===== src/rtl/sweep_pkg.sv =====
package sweep_pkg;
    localparam int ADDR_W  = 32;
    localparam int GRAN_LG = 3;
    localparam int MAPW_LG = 5;
    localparam int REV_AW  = ADDR_W - GRAN_LG - MAPW_LG;
    localparam int REG_AW  = 5;

    localparam logic [REG_AW-1:0] OFF_FROM  = 5'd0;
    localparam logic [REG_AW-1:0] OFF_UPTO  = 5'd4;
    localparam logic [REG_AW-1:0] OFF_GO    = 5'd8;
    localparam logic [REG_AW-1:0] OFF_EPOCH = 5'd12;
    localparam logic [REG_AW-1:0] OFF_ISTAT = 5'd16;
    localparam logic [REG_AW-1:0] OFF_IEN   = 5'd20;

    typedef enum logic [1:0] {
        W_IDLE  = 2'd0,
        W_CHECK = 2'd1,
        W_CAP   = 2'd2,
        W_REV   = 2'd3
    } walk_state_e;
endpackage


===== src/rtl/sweep_regs.sv =====
module sweep_regs
    import sweep_pkg::*;
(
    input  logic                 clk,
    input  logic                 rst_n,
    input  logic                 we_i,
    input  logic [REG_AW-1:0]    addr_i,
    input  logic [ADDR_W-1:0]    wdata_i,
    input  logic [ADDR_W-1:0]    epoch_word_i,
    input  logic                 done_i,
    output logic                 go_o,
    output logic [ADDR_W-1:0]    from_o,
    output logic [ADDR_W-1:0]    upto_o,
    output logic [ADDR_W-1:0]    rdata_o,
    output logic                 irq_o
);
    typedef struct packed {
        logic [ADDR_W-1:0] from;
        logic [ADDR_W-1:0] upto;
        logic              ien;
        logic              ist;
    } regs_t;

    regs_t q, d;

    always_comb begin
        d = q;
        if (we_i) begin
            case (addr_i)
                OFF_FROM:  d.from = wdata_i;
                OFF_UPTO:  d.upto = wdata_i;
                OFF_IEN:   d.ien  = wdata_i[0];
                OFF_ISTAT: if (!wdata_i[0]) d.ist = 1'b0;
                default: ;
            endcase
        end
        if (done_i) d.ist = 1'b1;
    end

    always_ff @(posedge clk or negedge rst_n) begin
        if (!rst_n) q <= '0;
        else        q <= d;
    end

    always_comb begin
        case (addr_i)
            OFF_FROM:  rdata_o = q.from;
            OFF_UPTO:  rdata_o = q.upto;
            OFF_EPOCH: rdata_o = epoch_word_i;
            OFF_ISTAT: rdata_o = {{(ADDR_W-1){1'b0}}, q.ist};
            OFF_IEN:   rdata_o = {{(ADDR_W-1){1'b0}}, q.ien};
            default:   rdata_o = '0;
        endcase
    end

    assign go_o   = we_i && (addr_i == OFF_GO) && wdata_i[0];
    assign from_o = q.from;
    assign upto_o = q.upto;
    assign irq_o  = q.ist & q.ien;

    AST_DONE_SETS_STATUS: assert property (@(posedge clk) disable iff (!rst_n)
        done_i |=> q.ist);
    AST_IRQ_RISE_CAUSE: assert property (@(posedge clk) disable iff (!rst_n)
        $rose(irq_o) |-> ($past(done_i) || $past(we_i && addr_i == OFF_IEN)));
endmodule


===== src/rtl/sweep_walker.sv =====
module sweep_walker
    import sweep_pkg::*;
#(
    parameter int CAP_W    = 64,
    parameter int BASE_LSB = 0
) (
    input  logic                 clk,
    input  logic                 rst_n,
    input  logic                 go_i,
    input  logic [ADDR_W-1:0]    from_i,
    input  logic [ADDR_W-1:0]    upto_i,
    output logic                 mem_req_o,
    output logic                 mem_we_o,
    output logic [ADDR_W-1:0]    mem_addr_o,
    output logic [CAP_W-1:0]     mem_wdata_o,
    output logic                 mem_wtag_o,
    input  logic [CAP_W-1:0]     mem_rdata_i,
    input  logic                 mem_rtag_i,
    output logic                 rev_req_o,
    output logic [REV_AW-1:0]    rev_addr_o,
    input  logic [(1<<MAPW_LG)-1:0] rev_rdata_i,
    output logic                 running_o,
    output logic [ADDR_W-2:0]    epoch_o,
    output logic                 done_o
);
    localparam int GRAN_BYTES = 1 << GRAN_LG;

    typedef struct packed {
        walk_state_e       st;
        logic [ADDR_W-1:0] cur;
        logic [ADDR_W-1:0] lim;
        logic [CAP_W-1:0]  cap;
        logic [ADDR_W-2:0] epoch;
    } walk_t;

    walk_t q, d;

    logic [ADDR_W-1:0] rd_base, held_base;
    logic [ADDR_W:0]   step;
    logic              hit;

    assign rd_base   = mem_rdata_i[BASE_LSB +: ADDR_W];
    assign held_base = q.cap[BASE_LSB +: ADDR_W];
    assign step      = {1'b0, q.cur} + GRAN_BYTES;
    assign hit       = rev_rdata_i[held_base[GRAN_LG +: MAPW_LG]];

    always_comb begin
        d          = q;
        mem_req_o  = 1'b0;
        mem_we_o   = 1'b0;
        mem_addr_o = q.cur;
        mem_wtag_o = 1'b0;
        rev_req_o  = 1'b0;
        rev_addr_o = '0;
        done_o     = 1'b0;
        case (q.st)
            W_IDLE: begin
                if (go_i) begin
                    d.st    = W_CHECK;
                    d.cur   = {from_i[ADDR_W-1:GRAN_LG], {GRAN_LG{1'b0}}};
                    d.lim   = upto_i;
                    d.epoch = q.epoch + 1'b1;
                end
            end
            W_CHECK: begin
                if (q.cur >= q.lim) begin
                    done_o  = 1'b1;
                    d.st    = W_IDLE;
                    d.epoch = q.epoch + 1'b1;
                end else begin
                    mem_req_o = 1'b1;
                    d.st      = W_CAP;
                end
            end
            W_CAP: begin
                if (mem_rtag_i) begin
                    rev_req_o  = 1'b1;
                    rev_addr_o = rd_base[ADDR_W-1 -: REV_AW];
                    d.cap      = mem_rdata_i;
                    d.st       = W_REV;
                end else begin
                    d.cur = step[ADDR_W-1:0];
                    if (step[ADDR_W]) d.lim = '0;
                    d.st  = W_CHECK;
                end
            end
            W_REV: begin
                if (hit) begin
                    mem_req_o = 1'b1;
                    mem_we_o  = 1'b1;
                end
                d.cur = step[ADDR_W-1:0];
                if (step[ADDR_W]) d.lim = '0;
                d.st  = W_CHECK;
            end
            default: d.st = W_IDLE;
        endcase
    end

    always_ff @(posedge clk or negedge rst_n) begin
        if (!rst_n) q <= '{st: W_IDLE, default: '0};
        else        q <= d;
    end

    assign mem_wdata_o = q.cap;
    assign running_o   = (q.st != W_IDLE);
    assign epoch_o     = q.epoch;

    AST_RUN_ON_GO: assert property (@(posedge clk) disable iff (!rst_n)
        (go_i && !running_o) |=> running_o);
    AST_EPOCH_AT_LAUNCH: assert property (@(posedge clk) disable iff (!rst_n)
        $rose(running_o) |-> (epoch_o == $past(epoch_o) + 1'b1));
    AST_GRANULE_ALIGNED: assert property (@(posedge clk) disable iff (!rst_n)
        mem_req_o |-> (mem_addr_o[GRAN_LG-1:0] == '0));
    AST_WRITE_AFTER_LOOKUP: assert property (@(posedge clk) disable iff (!rst_n)
        mem_we_o |-> ($past(rev_req_o) && mem_addr_o == $past(mem_addr_o, 2)));
    AST_RESTART_IGNORED: assert property (@(posedge clk) disable iff (!rst_n)
        (go_i && running_o && !done_o) |=> $stable(epoch_o));
endmodule


===== src/rtl/cap_sweep_engine.sv =====
module cap_sweep_engine
    import sweep_pkg::*;
#(
    parameter int CAP_W    = 64,
    parameter int BASE_LSB = 0
) (
    input  logic                 clk,
    input  logic                 rst_n,
    input  logic                 reg_we,
    input  logic [REG_AW-1:0]    reg_addr,
    input  logic [ADDR_W-1:0]    reg_wdata,
    output logic [ADDR_W-1:0]    reg_rdata,
    output logic                 mem_req,
    output logic                 mem_we,
    output logic [ADDR_W-1:0]    mem_addr,
    output logic [CAP_W-1:0]     mem_wdata,
    output logic                 mem_wtag,
    input  logic [CAP_W-1:0]     mem_rdata,
    input  logic                 mem_rtag,
    output logic                 rev_req,
    output logic [REV_AW-1:0]    rev_addr,
    input  logic [(1<<MAPW_LG)-1:0] rev_rdata,
    output logic                 irq
);
    logic              go, done, running;
    logic [ADDR_W-1:0] from_addr, upto_addr;
    logic [ADDR_W-2:0] epoch;

    sweep_regs u_regs (
        .clk          (clk),
        .rst_n        (rst_n),
        .we_i         (reg_we),
        .addr_i       (reg_addr),
        .wdata_i      (reg_wdata),
        .epoch_word_i ({epoch, running}),
        .done_i       (done),
        .go_o         (go),
        .from_o       (from_addr),
        .upto_o       (upto_addr),
        .rdata_o      (reg_rdata),
        .irq_o        (irq)
    );

    sweep_walker #(.CAP_W(CAP_W), .BASE_LSB(BASE_LSB)) u_walk (
        .clk         (clk),
        .rst_n       (rst_n),
        .go_i        (go),
        .from_i      (from_addr),
        .upto_i      (upto_addr),
        .mem_req_o   (mem_req),
        .mem_we_o    (mem_we),
        .mem_addr_o  (mem_addr),
        .mem_wdata_o (mem_wdata),
        .mem_wtag_o  (mem_wtag),
        .mem_rdata_i (mem_rdata),
        .mem_rtag_i  (mem_rtag),
        .rev_req_o   (rev_req),
        .rev_addr_o  (rev_addr),
        .rev_rdata_i (rev_rdata),
        .running_o   (running),
        .epoch_o     (epoch),
        .done_o      (done)
    );
endmodule


===== config.mk =====
export PLATFORM = sky130hd
export DESIGN_NAME = cap_sweep_engine
export DESIGN_NICKNAME = d
export VERILOG_FILES = /design/src/rtl/sweep_pkg.sv /design/src/rtl/sweep_regs.sv /design/src/rtl/sweep_walker.sv /design/src/rtl/cap_sweep_engine.sv
export SDC_FILE = /design/constraint.sdc
export NUM_CORES = 1
export LEC_CHECK = 0
export BUFFER_PORTS_ARGS = -buffer_cell sky130_fd_sc_hd__clkbuf_2
export CAP_MARGIN = 10
export CORE_ASPECT_RATIO = 0.8
export CORE_MARGIN = 2
export CORE_UTILIZATION = 25
export CTS_CLUSTER_DIAMETER = 120
export DETAILED_ROUTE_END_ITERATION = 8
export HOLD_SLACK_MARGIN = 0.08
export SETUP_SLACK_MARGIN = 0.02
export SKIP_LAST_GASP = 1
export SLEW_MARGIN = 10
export SYNTH_ARGS = -nofsm -noshare
export SYNTH_HDL_FRONTEND = slang
export SYNTH_SLANG_ARGS = --single-unit
export TNS_END_PERCENT = 10

===== constraint.sdc =====
create_clock -name clk -period 2.6 [get_ports clk]
set_input_delay 0.39 -clock clk [delete_from_list [all_inputs] [get_ports clk]]
set_output_delay 0.39 -clock clk [all_outputs]
set_load 0.02 [all_outputs]

==> results.md <==
* Synth top area share at 47.4%
* First DRT Iteration DRCs at 668
* Net count, final at 1689
* PwrDens at 1070 nW/µm²
* Reg clk slew, reported paths at 0.06 ns
* CTS tree: built
* CP delay by family, top: multiplexers
* Worst Hold Depth at 2
* Clk Latency, worst-skew pair at 0.57 ns
* H-tree depth at 1
* CP bufs+invs at 2
* Most frequent CP cell: mux4_2
* CP max-delay cell: mux4_2
* Cells along the critical path: buf_6 > mux4_2 > mux4_2 > mux2i_1 > nor2b_1 > or2_4 > clkbuf_8
* WL per Instance at 18.5 µm
* RePlAce Congestion at 0.816
* Met2 wire length at 19000 µm
* Hold_ws at 0.100 ns
* Die width at 247 µm
* Final ANT Viol Nets at 0
* PnR worst setup slack at -0.554 ns
* Rows at 71
* Max-Cap Viols at 0
* Hold crit path type: in2reg
* Comb pwr share at 44.3%
* Post-Synthesis Cell Area at 11800 µm²
* Post-synth top flop: dfrtp_1
* Synth Register Bits at 224
* Dpl cell area at 14100 µm²
* Capturing point of the worst reg2reg path: u_walk.epoch_o[20]
* Simple-Gate Fraction of Synth Area at 14.7%
* Root buf cell: clkbuf_16
* Adder-Cell Fraction of Synth Area at 3.81%
* Final wirelength at 40000 µm
* Most common cell after layout, fill and taps aside: clkbuf_2
* Initial Utilization at 25.2%
* Worst Path Required at 2.21 ns
* Vias at 10100
* Worst path max stage delay at 0.52 ns
* R2r setup slk at 0 ns
* First-pass GRT wire length at 60100 µm
* Xor/xnor cell area share of the yosys netlist at 2.29%
* Met3 WL post-DR at 2960 µm
* Share of layout cells above drive strength 1 at 37.1%
* Mux cell area share after synthesis at 8.45%
* Number of CTS-inserted buffers at 27
* Final period utilization at 121%
* Die Y at 198 µm
* DRC viols at 0
* Sw Pwr at 6750 µW
* Final setup vio count at 2
* Worst hold start: reg_wdata[31]
* Part of the Yosys area used for sequential elements at 47.4%
* Slew Limit Headroom at 54.0%
* Top sig layer: met5
* Fin. Hold Viols at 0
* F_max at 317 MHz
* Synth Warn # at 0
* GR Util All Layers at 16.0%
* Antenna violations before repair at 4
* Worst reg2reg path depth at 9
* Failing checks: negative setup slack
* Clk pwr share at 22.8%
* Largest net degree at the start of global routing at 65
* Leakage at 0.00823 µW
* Max IR drop VDD at 642 µV
* PortBufs at 289
* CP endpoint kind: output port
* Internal power at 10200 µW
* Post-route cell area at 15800 µm²
* Via density at 4.68
* WP data arrival at 2.76 ns
* Compound-Gate Fraction of Synth Area at 12.5%
* Cells after Synth at 1170
* DR pass1 iterations at 8
* Buffers from clock root to sink, at most at 3
* Dpl hpwl at 29900 µm
* DIE AREA at 49000 µm²
* Mapped Avg Cell Area at 10.1 µm²
* Sequential power share at 32.9%
* DRT met1 WL at 17000 µm
* # fillers at 4672
* Post-synth ARST share at 100%
* Post-synth cell types at 61
* Critical path class: reg2out
* Unrepaired setup endpoints after global routing: yes
* Launching point of the worst reg2reg path: u_walk.mem_addr_o[25]
* Clk_skew at 0.0110 ns
* Max Fanout on Critical Path at 6
* Hold Crit Endpoint: u_regs.from_o[31]
* Synth area leaders: dfrtp_1 (47%), buf_4 (6.3%), mux2_2 (6.3%)
* Run status: finished with violations
* GR Overflow Total at 0
* Worst-margin pin slew at 0.690 ns
* Core Box Area at 46800 µm²
* P&R area growth vs syn at 33.9%
* Startpoint class of the critical path: flip-flop
* Number of flops mapped to enable cells by yosys at 0
* Vias in the first global route at 10100
* Largest area contributor in the netlist: dfrtp_1
* IO Pins at 294
* Tmin final at 3.15 ns
* Worst path depth at 7
* Switching share of power at 39.8%
* Slew Viols, Final at 0
* Most frequent cells in the layout: clkbuf_2 (286), dfrtp_1 (223), nand2_1 (192)
* Clk sinks at 224
* Largest family of logic cells by synthesized area: simple AND/OR/NAND/NOR gates
worst max-delay path by stage:
stage | startpoint | to | slack [ns]
floorplan | u_walk.mem_wdata_o[3] | mem_req | 0.09
global placement | u_walk.q[98] | mem_req | -0.26
detailed placement | u_walk.mem_addr_o[3] | mem_req | -0.31
CTS | u_walk.mem_wdata_o[3] | mem_req | -0.60
global route | u_walk.mem_wdata_o[3] | mem_req | -0.64
finish | u_walk.mem_wdata_o[3] | mem_req | -0.55
stage by stage:
stage / TNS, ns / std cells / util, % / total power (µW) / setup WS (ns)
CTS: -1.66 / 2154 / 33.6 / 17000 / -0.599
detailed placement: -4.49 / 2043 / 30.1 / 12700 / -0.306
global placement: -3.32 / 2043 / 30.1 / 12600 / -0.264
finish: -0.973 / 2159 / 33.8 / 17000 / -0.554
global route: -3.66 / 2156 / 33.8 / 18100 / -0.638
floorplan: 0 / 1173 / - / 10500 / 0.0859
what timing repair did:
action,in CTS,in global routing
hold buffers,59,0
endpoints found under the hold margin,115,0
pin swaps,14,4
buffers inserted,4,2
gates resized for setup,22,17
endpoints found under the setup margin,57,80
cloned,1,0
power by group through the flow:
stage / clock (µW) / sequential (µW) / combinational (µW)
after global placement: 0 / 5530 / 7020
after detailed placement: 0 / 5560 / 7180
after floorplan: 0 / 5380 / 5120
final: 3870 / 5570 / 7520
after global routing: 4090 / 5700 / 8280
after CTS: 3960 / 5550 / 7470
cell families (layout without fill, tap and decap cells):
logic type,after synthesis,in the layout
AO/OA/AOI/OAI,214,214
XOR/XNOR,30,30
adder cells (fa/ha/maj),36,36
buffers and inverters,231,594
flip-flops,224,224
multiplexers,79,79
other,1,7
AND/OR/NAND/NOR,355,355
worst register-to-register path, stage by stage (launching register included):
cell and delay [ns]:
dfrtp_1 0.41, ha_4 0.28, nand4_1 0.16, nor4_2 0.35
buf_4 0.17, o311a_4 0.21, buf_6 0.12, o21bai_4 0.11
or4_4 0.54, xnor2_2 0.14
routing by layer:
layer,track usage [%],vias to the layer above
met5,0,-
met4,4.33,4
met3,3.94,54
met2,26.8,373
met1,20.5,4981
li1,-,4697
cell usage after synthesis, types with 2 or more instances:
cell / count
a22o_1: 23
o21bai_4: 2
a31oi_1: 2
and4_1: 7
a21o_1: 28
a21oi_1: 60
buf_1: 10
nor4_1: 6
xnor2_1: 8
nor4_2: 4
nand2_1: 193
nor3_1: 14
buf_2: 11
or2_2: 3
buf_4: 99
mux2_2: 66
o22ai_1: 16
and3_1: 29
nand3_1: 19
a22oi_1: 2
dfrtp_1: 224
a222oi_1: 32
o21ai_0: 40
buf_6: 3
and2_1: 6
or4_1: 2
inv_1: 75
nor4b_2: 2
mux2i_1: 3
clkbuf_1: 32
nor4_4: 2
or3_1: 4
ha_1: 36
xor2_1: 21
nand4_1: 12
nor2_1: 40
mux4_2: 10
cell type report:
class,count,area (µm²),share of cell area [%]
timing repair buffer,469,3130,19.8
clock inverter,8,91.3,0.578
antenna,3,7.51,0.0475
sequential,224,5610,35.5
tap,620,776,4.91
inverter,76,285,1.80
multi-input combinational,718,5100,32.3
clock buffer,41,818,5.17
flip-flops by register name, indices dropped and copies added, names as in the netlist:
signal and flops:
u_walk.mem_wdata_o 64, u_regs.upto_o 32, u_regs.q 2, u_walk.mem_addr_o 29
u_walk.epoch_o 31, u_regs.from_o 32, u_walk.q 34
Note: power is estimated with default switching activity, not from simulation.
